[config.mk]
export PLATFORM = sky130hd
export DESIGN_NAME = dma_stream_arb
export DESIGN_NICKNAME = d
export VERILOG_FILES = /design/src/rtl/dma_arb_pkg.sv /design/src/rtl/dma_req_mux.sv /design/src/rtl/dma_prio_pick.sv /design/src/rtl/dma_stream_ctx.sv /design/src/rtl/dma_stream_arb.sv
export SDC_FILE = /design/constraint.sdc
export NUM_CORES = 1
export LEC_CHECK = 0
export BUFFER_PORTS_ARGS = -buffer_cell sky130_fd_sc_hd__buf_2
export CAP_MARGIN = 10
export CORE_ASPECT_RATIO = 2
export CORE_MARGIN = 2
export CORE_UTILIZATION = 40
export CTS_CLUSTER_DIAMETER = 120
export DETAILED_ROUTE_END_ITERATION = 10
export PLACE_DENSITY = 0.55
export SETUP_SLACK_MARGIN = 0.4
export SLEW_MARGIN = 10
export SYNTH_ARGS = -nofsm -noshare
export SYNTH_HDL_FRONTEND = slang
export SYNTH_HIERARCHICAL = 1
export SYNTH_SLANG_ARGS = --single-unit
export TNS_END_PERCENT = 5
[constraint.sdc]
create_clock -name clk -period 11.25 [get_ports clk]
set_clock_uncertainty 0.05 [all_clocks]
set_input_delay 2.25 -clock clk [delete_from_list [all_inputs] [get_ports clk]]
set_output_delay 2.25 -clock clk [all_outputs]
set_load 0.02 [all_outputs]
[src/rtl/dma_arb_pkg.sv]
package dma_arb_pkg;
  localparam int PRIO_W  = 2;
  localparam int FLAG_W  = 5;
  localparam int ERR_W   = 3;
  localparam int FL_HALF = 0;
  localparam int FL_DONE = 1;
  localparam int FL_XERR = 2;
  typedef logic [PRIO_W-1:0] prio_t;
endpackage

[src/rtl/dma_req_mux.sv]
module dma_req_mux #(
  parameter int N_CHAN = 8,
  localparam int CH_W = (N_CHAN > 1) ? $clog2(N_CHAN) : 1
) (
  input  logic [N_CHAN-1:0] chan_req,
  input  logic [CH_W-1:0]   chan,
  input  logic              active,
  input  logic              m2m,
  output logic              req
);
  logic line;

  always_comb begin
    line = 1'b0;
    for (int c = 0; c < N_CHAN; c++)
      if (chan == CH_W'(c)) line = chan_req[c];
  end

  // a line request or the software trigger, and only while active
  assign req = active && (m2m || line);
endmodule

[src/rtl/dma_prio_pick.sv]
module dma_prio_pick
  import dma_arb_pkg::*;
#(
  parameter int N_STREAMS = 8,
  localparam int SID_W = (N_STREAMS > 1) ? $clog2(N_STREAMS) : 1
) (
  input  logic [N_STREAMS-1:0]        req,
  input  logic [N_STREAMS*PRIO_W-1:0] prio_flat,
  output logic                        any,
  output logic [SID_W-1:0]            win
);
  prio_t best;

  // Scan downward with >=, so a lower index takes over on an equal code
  always_comb begin
    any  = 1'b0;
    win  = '0;
    best = '0;
    for (int i = N_STREAMS - 1; i >= 0; i--) begin
      if (req[i] && (!any || prio_flat[i*PRIO_W +: PRIO_W] >= best)) begin
        any  = 1'b1;
        best = prio_flat[i*PRIO_W +: PRIO_W];
        win  = SID_W'(i);
      end
    end
  end
endmodule

[src/rtl/dma_stream_ctx.sv]
module dma_stream_ctx
  import dma_arb_pkg::*;
#(
  parameter int N_CHAN = 8,
  parameter int CNT_W  = 16,
  localparam int CH_W  = (N_CHAN > 1) ? $clog2(N_CHAN) : 1
) (
  input  logic              clk,
  input  logic              rst,
  input  logic              cfg_hit,
  input  logic              cfg_en,
  input  logic [CH_W-1:0]   cfg_chan,
  input  prio_t             cfg_prio,
  input  logic [CNT_W-1:0]  cfg_count,
  input  logic              cfg_circ,
  input  logic              cfg_m2m,
  input  logic              clr_hit,
  input  logic [FLAG_W-1:0] clr_mask,
  input  logic              done_hit,
  input  logic [ERR_W-1:0]  done_err,
  output logic              active,
  output logic [CH_W-1:0]   chan,
  output prio_t             prio,
  output logic              m2m,
  output logic [FLAG_W-1:0] flags
);
  logic [CNT_W-1:0]  prog;
  logic [CNT_W-1:0]  rem;
  logic              circ;
  logic [CNT_W-1:0]  rem_dec;
  logic              good_beat;
  logic [FLAG_W-1:0] set_vec;
  logic [FLAG_W-1:0] clr_vec;

  assign rem_dec   = rem - 1'b1;
  assign good_beat = done_hit && (done_err == '0);

  always_comb begin
    set_vec = '0;
    set_vec[FL_HALF] = good_beat && (rem_dec == (prog >> 1));
    set_vec[FL_DONE] = good_beat && (rem_dec == '0);
    if (done_hit) set_vec[FL_XERR +: ERR_W] = done_err;
    clr_vec = clr_hit ? clr_mask : '0;
  end

  always_ff @(posedge clk) begin
    if (rst) begin
      active <= 1'b0;
      chan   <= '0;
      prio   <= '0;
      m2m    <= 1'b0;
      circ   <= 1'b0;
      prog   <= '0;
      rem    <= '0;
      flags  <= '0;
    end else begin
      if (cfg_hit) begin
        active <= cfg_en && (cfg_count != '0);
        chan   <= cfg_chan;
        prio   <= cfg_prio;
        m2m    <= cfg_m2m;
        circ   <= cfg_circ;
        prog   <= cfg_count;
        rem    <= cfg_count;
      end else if (done_hit) begin
        if (done_err != '0) begin
          active <= 1'b0;
        end else if (rem_dec == '0) begin
          if (circ) begin
            rem <= prog;
          end else begin
            rem    <= '0;
            active <= 1'b0;
          end
        end else begin
          rem <= rem_dec;
        end
      end
      flags <= (flags & ~clr_vec) | set_vec;
    end
  end

  a_r6_active_has_items: assert property (@(posedge clk) disable iff (rst)
    active |-> (rem != '0));

  a_r10_error_stops: assert property (@(posedge clk) disable iff (rst)
    (done_hit && (done_err != '0) && !cfg_hit) |=> !active);

  a_r11_sticky: assert property (@(posedge clk) disable iff (rst)
    !clr_hit |=> ((flags & $past(flags)) == $past(flags)));
endmodule

[src/rtl/dma_stream_arb.sv]
module dma_stream_arb
  import dma_arb_pkg::*;
#(
  parameter int N_STREAMS = 8,
  parameter int N_CHAN    = 8,
  parameter int CNT_W     = 16,
  localparam int SID_W = (N_STREAMS > 1) ? $clog2(N_STREAMS) : 1,
  localparam int CH_W  = (N_CHAN > 1) ? $clog2(N_CHAN) : 1
) (
  input  logic                        clk,
  input  logic                        rst,
  input  logic                        cfg_we,
  input  logic [SID_W-1:0]            cfg_sel,
  input  logic                        cfg_en,
  input  logic [CH_W-1:0]             cfg_chan,
  input  logic [1:0]                  cfg_prio,
  input  logic [CNT_W-1:0]            cfg_count,
  input  logic                        cfg_circ,
  input  logic                        cfg_m2m,
  input  logic                        clr_we,
  input  logic [SID_W-1:0]            clr_sel,
  input  logic [4:0]                  clr_mask,
  input  logic [N_CHAN-1:0]           chan_req,
  input  logic                        beat_done,
  input  logic [2:0]                  beat_err,
  output logic                        grant_valid,
  output logic [SID_W-1:0]            grant_sel,
  output logic [N_STREAMS-1:0]        stream_active,
  output logic [N_STREAMS*FLAG_W-1:0] evt_flags,
  output logic [N_STREAMS-1:0]        irq
);
  logic [N_STREAMS-1:0]        req_vec;
  logic [N_STREAMS*PRIO_W-1:0] prio_flat;
  logic                        any_req;
  logic [SID_W-1:0]            winner;

  for (genvar s = 0; s < N_STREAMS; s++) begin : g_stream
    logic [CH_W-1:0]   chan_s;
    prio_t             prio_s;
    logic              m2m_s;
    logic [FLAG_W-1:0] flags_s;
    logic              cfg_hit_s;
    logic              clr_hit_s;
    logic              done_hit_s;

    assign cfg_hit_s  = cfg_we && (cfg_sel == SID_W'(s));
    assign clr_hit_s  = clr_we && (clr_sel == SID_W'(s));
    assign done_hit_s = grant_valid && beat_done && (grant_sel == SID_W'(s));

    dma_stream_ctx #(.N_CHAN(N_CHAN), .CNT_W(CNT_W)) i_ctx (
      .clk       (clk),
      .rst       (rst),
      .cfg_hit   (cfg_hit_s),
      .cfg_en    (cfg_en),
      .cfg_chan  (cfg_chan),
      .cfg_prio  (prio_t'(cfg_prio)),
      .cfg_count (cfg_count),
      .cfg_circ  (cfg_circ),
      .cfg_m2m   (cfg_m2m),
      .clr_hit   (clr_hit_s),
      .clr_mask  (clr_mask),
      .done_hit  (done_hit_s),
      .done_err  (beat_err),
      .active    (stream_active[s]),
      .chan      (chan_s),
      .prio      (prio_s),
      .m2m       (m2m_s),
      .flags     (flags_s)
    );

    dma_req_mux #(.N_CHAN(N_CHAN)) i_mux (
      .chan_req (chan_req),
      .chan     (chan_s),
      .active   (stream_active[s]),
      .m2m      (m2m_s),
      .req      (req_vec[s])
    );

    assign prio_flat[s*PRIO_W +: PRIO_W] = prio_s;
    assign evt_flags[s*FLAG_W +: FLAG_W] = flags_s;
    assign irq[s] = |flags_s;
  end

  dma_prio_pick #(.N_STREAMS(N_STREAMS)) i_pick (
    .req       (req_vec),
    .prio_flat (prio_flat),
    .any       (any_req),
    .win       (winner)
  );

  // Arbitration only while no beat is outstanding
  always_ff @(posedge clk) begin
    if (rst) begin
      grant_valid <= 1'b0;
      grant_sel   <= '0;
    end else if (grant_valid) begin
      if (beat_done) grant_valid <= 1'b0;
    end else if (any_req) begin
      grant_valid <= 1'b1;
      grant_sel   <= winner;
    end
  end

  a_r5_hold_grant: assert property (@(posedge clk) disable iff (rst)
    (grant_valid && !beat_done) |=> (grant_valid && $stable(grant_sel)));

  a_r5_idle_after_beat: assert property (@(posedge clk) disable iff (rst)
    (grant_valid && beat_done) |=> !grant_valid);

  a_r2_grant_was_requested: assert property (@(posedge clk) disable iff (rst)
    $rose(grant_valid) |-> |($past(req_vec) & (N_STREAMS'(1) << grant_sel)));
endmodule

==> impl_metrics.yaml <==
outcome:
  outcome: "complete, no violations"
min_path:
  whs_path_depth: 2
  hold_path.class: "flop to flop"
cts:
  clock_sinks: 364
  htreeDepth: 2
  clk_latency_ps: 570
  cts_buffer_depth: 3
  tritoncts: "done"
  cts_hold_buffers: 0
  root_buffer: "clkbuf_16"
  numCtsBuffers: 39
  clkTransAtPathRegs_ps: 70
global_route:
  grt_pass1_wl_um: 127800
  grt_max_degree: 148
  use_met3_pct: 3.235
  grt_pass1_vias: 21890
  antenna_found_initial: 3
  grt-busiest-layer: "met2"
  grt_use_met1_pct: 30.52
  met2_usage_pct: 47.92
  gr-usage-all-layers_pct: 26.56
  grt.overflow.total: 0
finish:
  drive_above_1_share_pct: 14.30
  final.fill_count: 5862
  finalNetCount: 2989
  area_delta_synth_final_pct: 10.04
  final_common_cell: "nor2_1"
  mostFrequentLayoutCells: "411 x nor2_1, 364 x dfxtp_1, 242 x nand2_1"
yosys:
  synth.cell_area_um2: 23730
  synthCells: 2905
  async_flop_share_pct: 0
  syn_nets: 2985
  ys.flop_type: "dfxtp_1"
  synth_seq_area_share_pct: 30.71
  syn_area_per_cell_um2: 8.167
  yosysWarnings: 6
  ys_seq_elements: 364
  ys_types: 90
  synth_edf_count: 0
route:
  firstDrtPassIters: 5
  vias: 21940
  drt-total-wl_um: 82920
  drc: 0
  first_iter_violations: 1591
  drtAntennaViolNets: 0
  via_per_inst: 5.919
  routedWlPerCell_um: 22.37
timing:
  fin_crit_sh_pct: 92.52
  rsz0062_at_grt: "no"
  fin_ws_ps: 841.4
  relSlewSlack_pct: 23.51
  fmax_mhz: 96.07
  worstMarginPinSlew_ps: 1139
  tns_ps: 0
  report.final.slew_viol_count: 0
  setup_violations: 0
  layout_min_cycle_time_ps: 10410
  finalHoldViolCount: 0
die:
  die_x_um: 176.2
  die_area_um2: 61400
  start_util_pct: 40.35
  die_y_um: 348.4
  core_area_um2: 58800
  rows: 126
  io_pins: 111
setup_path:
  cpMostUsedCell: "ha_1"
  worstSetupPathType: "input pin to flop"
  cp-start-kind: "input pin"
  cp_max_fo: 8
  cpPeakStageDelay_ps: 480
  worstSetupPathDepth: 48
  critPathCaptureType: "flop"
  crit_family: "compound AO/OA/AOI/OAI gates"
  critical_path_buf_inv_count: 5
  crit_slowest_cell: "mux4_2"
  r2r_cells: 47
  arrival_ps: 10850
  critPathRequiredTime_ps: 11700
place:
  port_buffers: 110
  gp_congestion: 0.9447
  place_hpwl_um: 56240
  dp_slack_ps: -43.81
pwr:
  leakagePower_uw: 0.009299
  ir_drop_uv: 92.54
  p_per_area_nw_per_um2: 124.0
run:
  cap_violations: 0
[worst paths after layout]
check,startpoint,end,slack (ps)
min reg2reg,g_stream[0].i_ctx/prog[0],g_stream[0].i_ctx/rem[0],440
max,chan_req[5],grant_sel[2],840
max reg2reg,g_stream[7].i_ctx/chan[0],grant_sel[2],2260
min,g_stream[0].i_ctx/prog[0],g_stream[0].i_ctx/rem[0],440
[flip-flops by register name, indices dropped and copies added (netlist names)]
name                   cells
grant_valid                1
g_stream.i_ctx/chan       24
grant_sel                  3
g_stream.i_ctx/active      8
g_stream.i_ctx/prio       16
g_stream.i_ctx/m2m         8
g_stream.i_ctx/flags      40
g_stream.i_ctx/rem       128
g_stream.i_ctx/prog      128
g_stream.i_ctx/circ        8
[cell usage after synthesis (all sizes together), types with 5 or more instances]
library cell  number  area share, %
or4               15           0.52
o31a              10           0.37
inv               58           0.92
or2                9           0.24
xnor2            118            4.4
o21ai             40           0.84
and4              10           0.37
nor2b             32           0.85
nor3             163            4.4
a21o              24           0.80
nand3b            17           0.55
nand2b            85            2.2
o211ai             5           0.18
buf               84            2.2
or3               12           0.34
nor4b             12           0.60
nor3b             20           0.80
o22ai              9           0.24
nand4b             8           0.30
dfxtp            364             31
a211oi            29            1.0
o21a               9           0.28
mux4               8           0.76
o2bb2ai           12           0.44
a2111oi           12           0.86
and2              18           0.52
mux2i            181            7.6
o2111ai            9           0.33
a21oi            214            5.0
nand2            248            4.0
clkbuf           104            1.7
nor2             417            6.6
o31ai             12           0.38
a221oi            15           0.58
or4b               5           0.21
o21bai            18           0.57
nand3             58            1.2
a22oi             64            2.0
o221a              6           0.28
a31oi             44            1.2
nand4             58            1.5
nor4              90            3.3
ha                29            1.5
xor2             114            4.4
[cell type report]
type / instances / area, um^2 / share of cell area (%)
well taps: 768 / 960.9 / 3.681
clock inverters: 14 / 157.7 / 0.6039
diodes: 1 / 2.502 / 0.009585
repair buffers: 151 / 880.8 / 3.374
flip-flops and latches: 364 / 7287 / 27.91
inverters: 58 / 217.7 / 0.8339
multi-input cells: 2295 / 15430 / 59.11
clock buffers: 55 / 1169 / 4.476
[logic make-up after synthesis]
| logic type | synth area share (%) |
|---|---|
| AO/OA/AOI/OAI | 16.27 |
| XOR/XNOR | 9.145 |
| adder cells (fa/ha/maj) | 1.529 |
| buffers and inverters | 4.873 |
| flip-flops | 30.71 |
| multiplexers | 8.396 |
| AND/OR/NAND/NOR | 29.07 |
[power by group]
part / internal (uW) / switching (uW)
combinational: 187 / 329
sequential: 1310 / 43.4
clock: 794 / 570
total: 2300 / 942
[worst reg2reg max path: cells and delay by family, from the launching register on]
kind | cells | cell delay (ps)
adders and majority gates | 7 | 1910
AOI/OAI and AO/OA | 18 | 2840
DFF | 1 | 400
buffers and inverters | 4 | 350
muxes | 3 | 1070
and+or+nand+nor | 15 | 2330
[through the flow]
step           std cells  hold slack (ps)  cell area [um^2]  util [%]  total power [uW]
6_report            3706            437.3             26110     44.40              3238
5_1_grt             3705            465.6             26100     44.39              3365
4_1_cts             3699            438.2             25980     44.18              3269
3_5_place_dp        3630            425.4             24650     41.93              1896
3_3_place_gp        3630            419.0             24650     41.93              1889
2_1_floorplan       2905            401.4             23730         -              1729
[per-layer routing]
| layer | vias up | part of all wire [%] | wire length, um |
|---|---|---|---|
| met1 | 10640 | 39 | 32230 |
| met3 | 219 | 4.9 | 4063 |
| met2 | 676 | 51 | 42340 |
| met4 | 2 | 5.1 | 4258 |
| li1 | 10400 | - | - |
| met5 | - | 0.021 | 17 |
[repair_timing]
action                     CTS  global route
setup endpoints to repair    0             3
setup buffers                0             6
resized for setup            0            14
No activity file was read; power rests on OpenSTA's default activity.
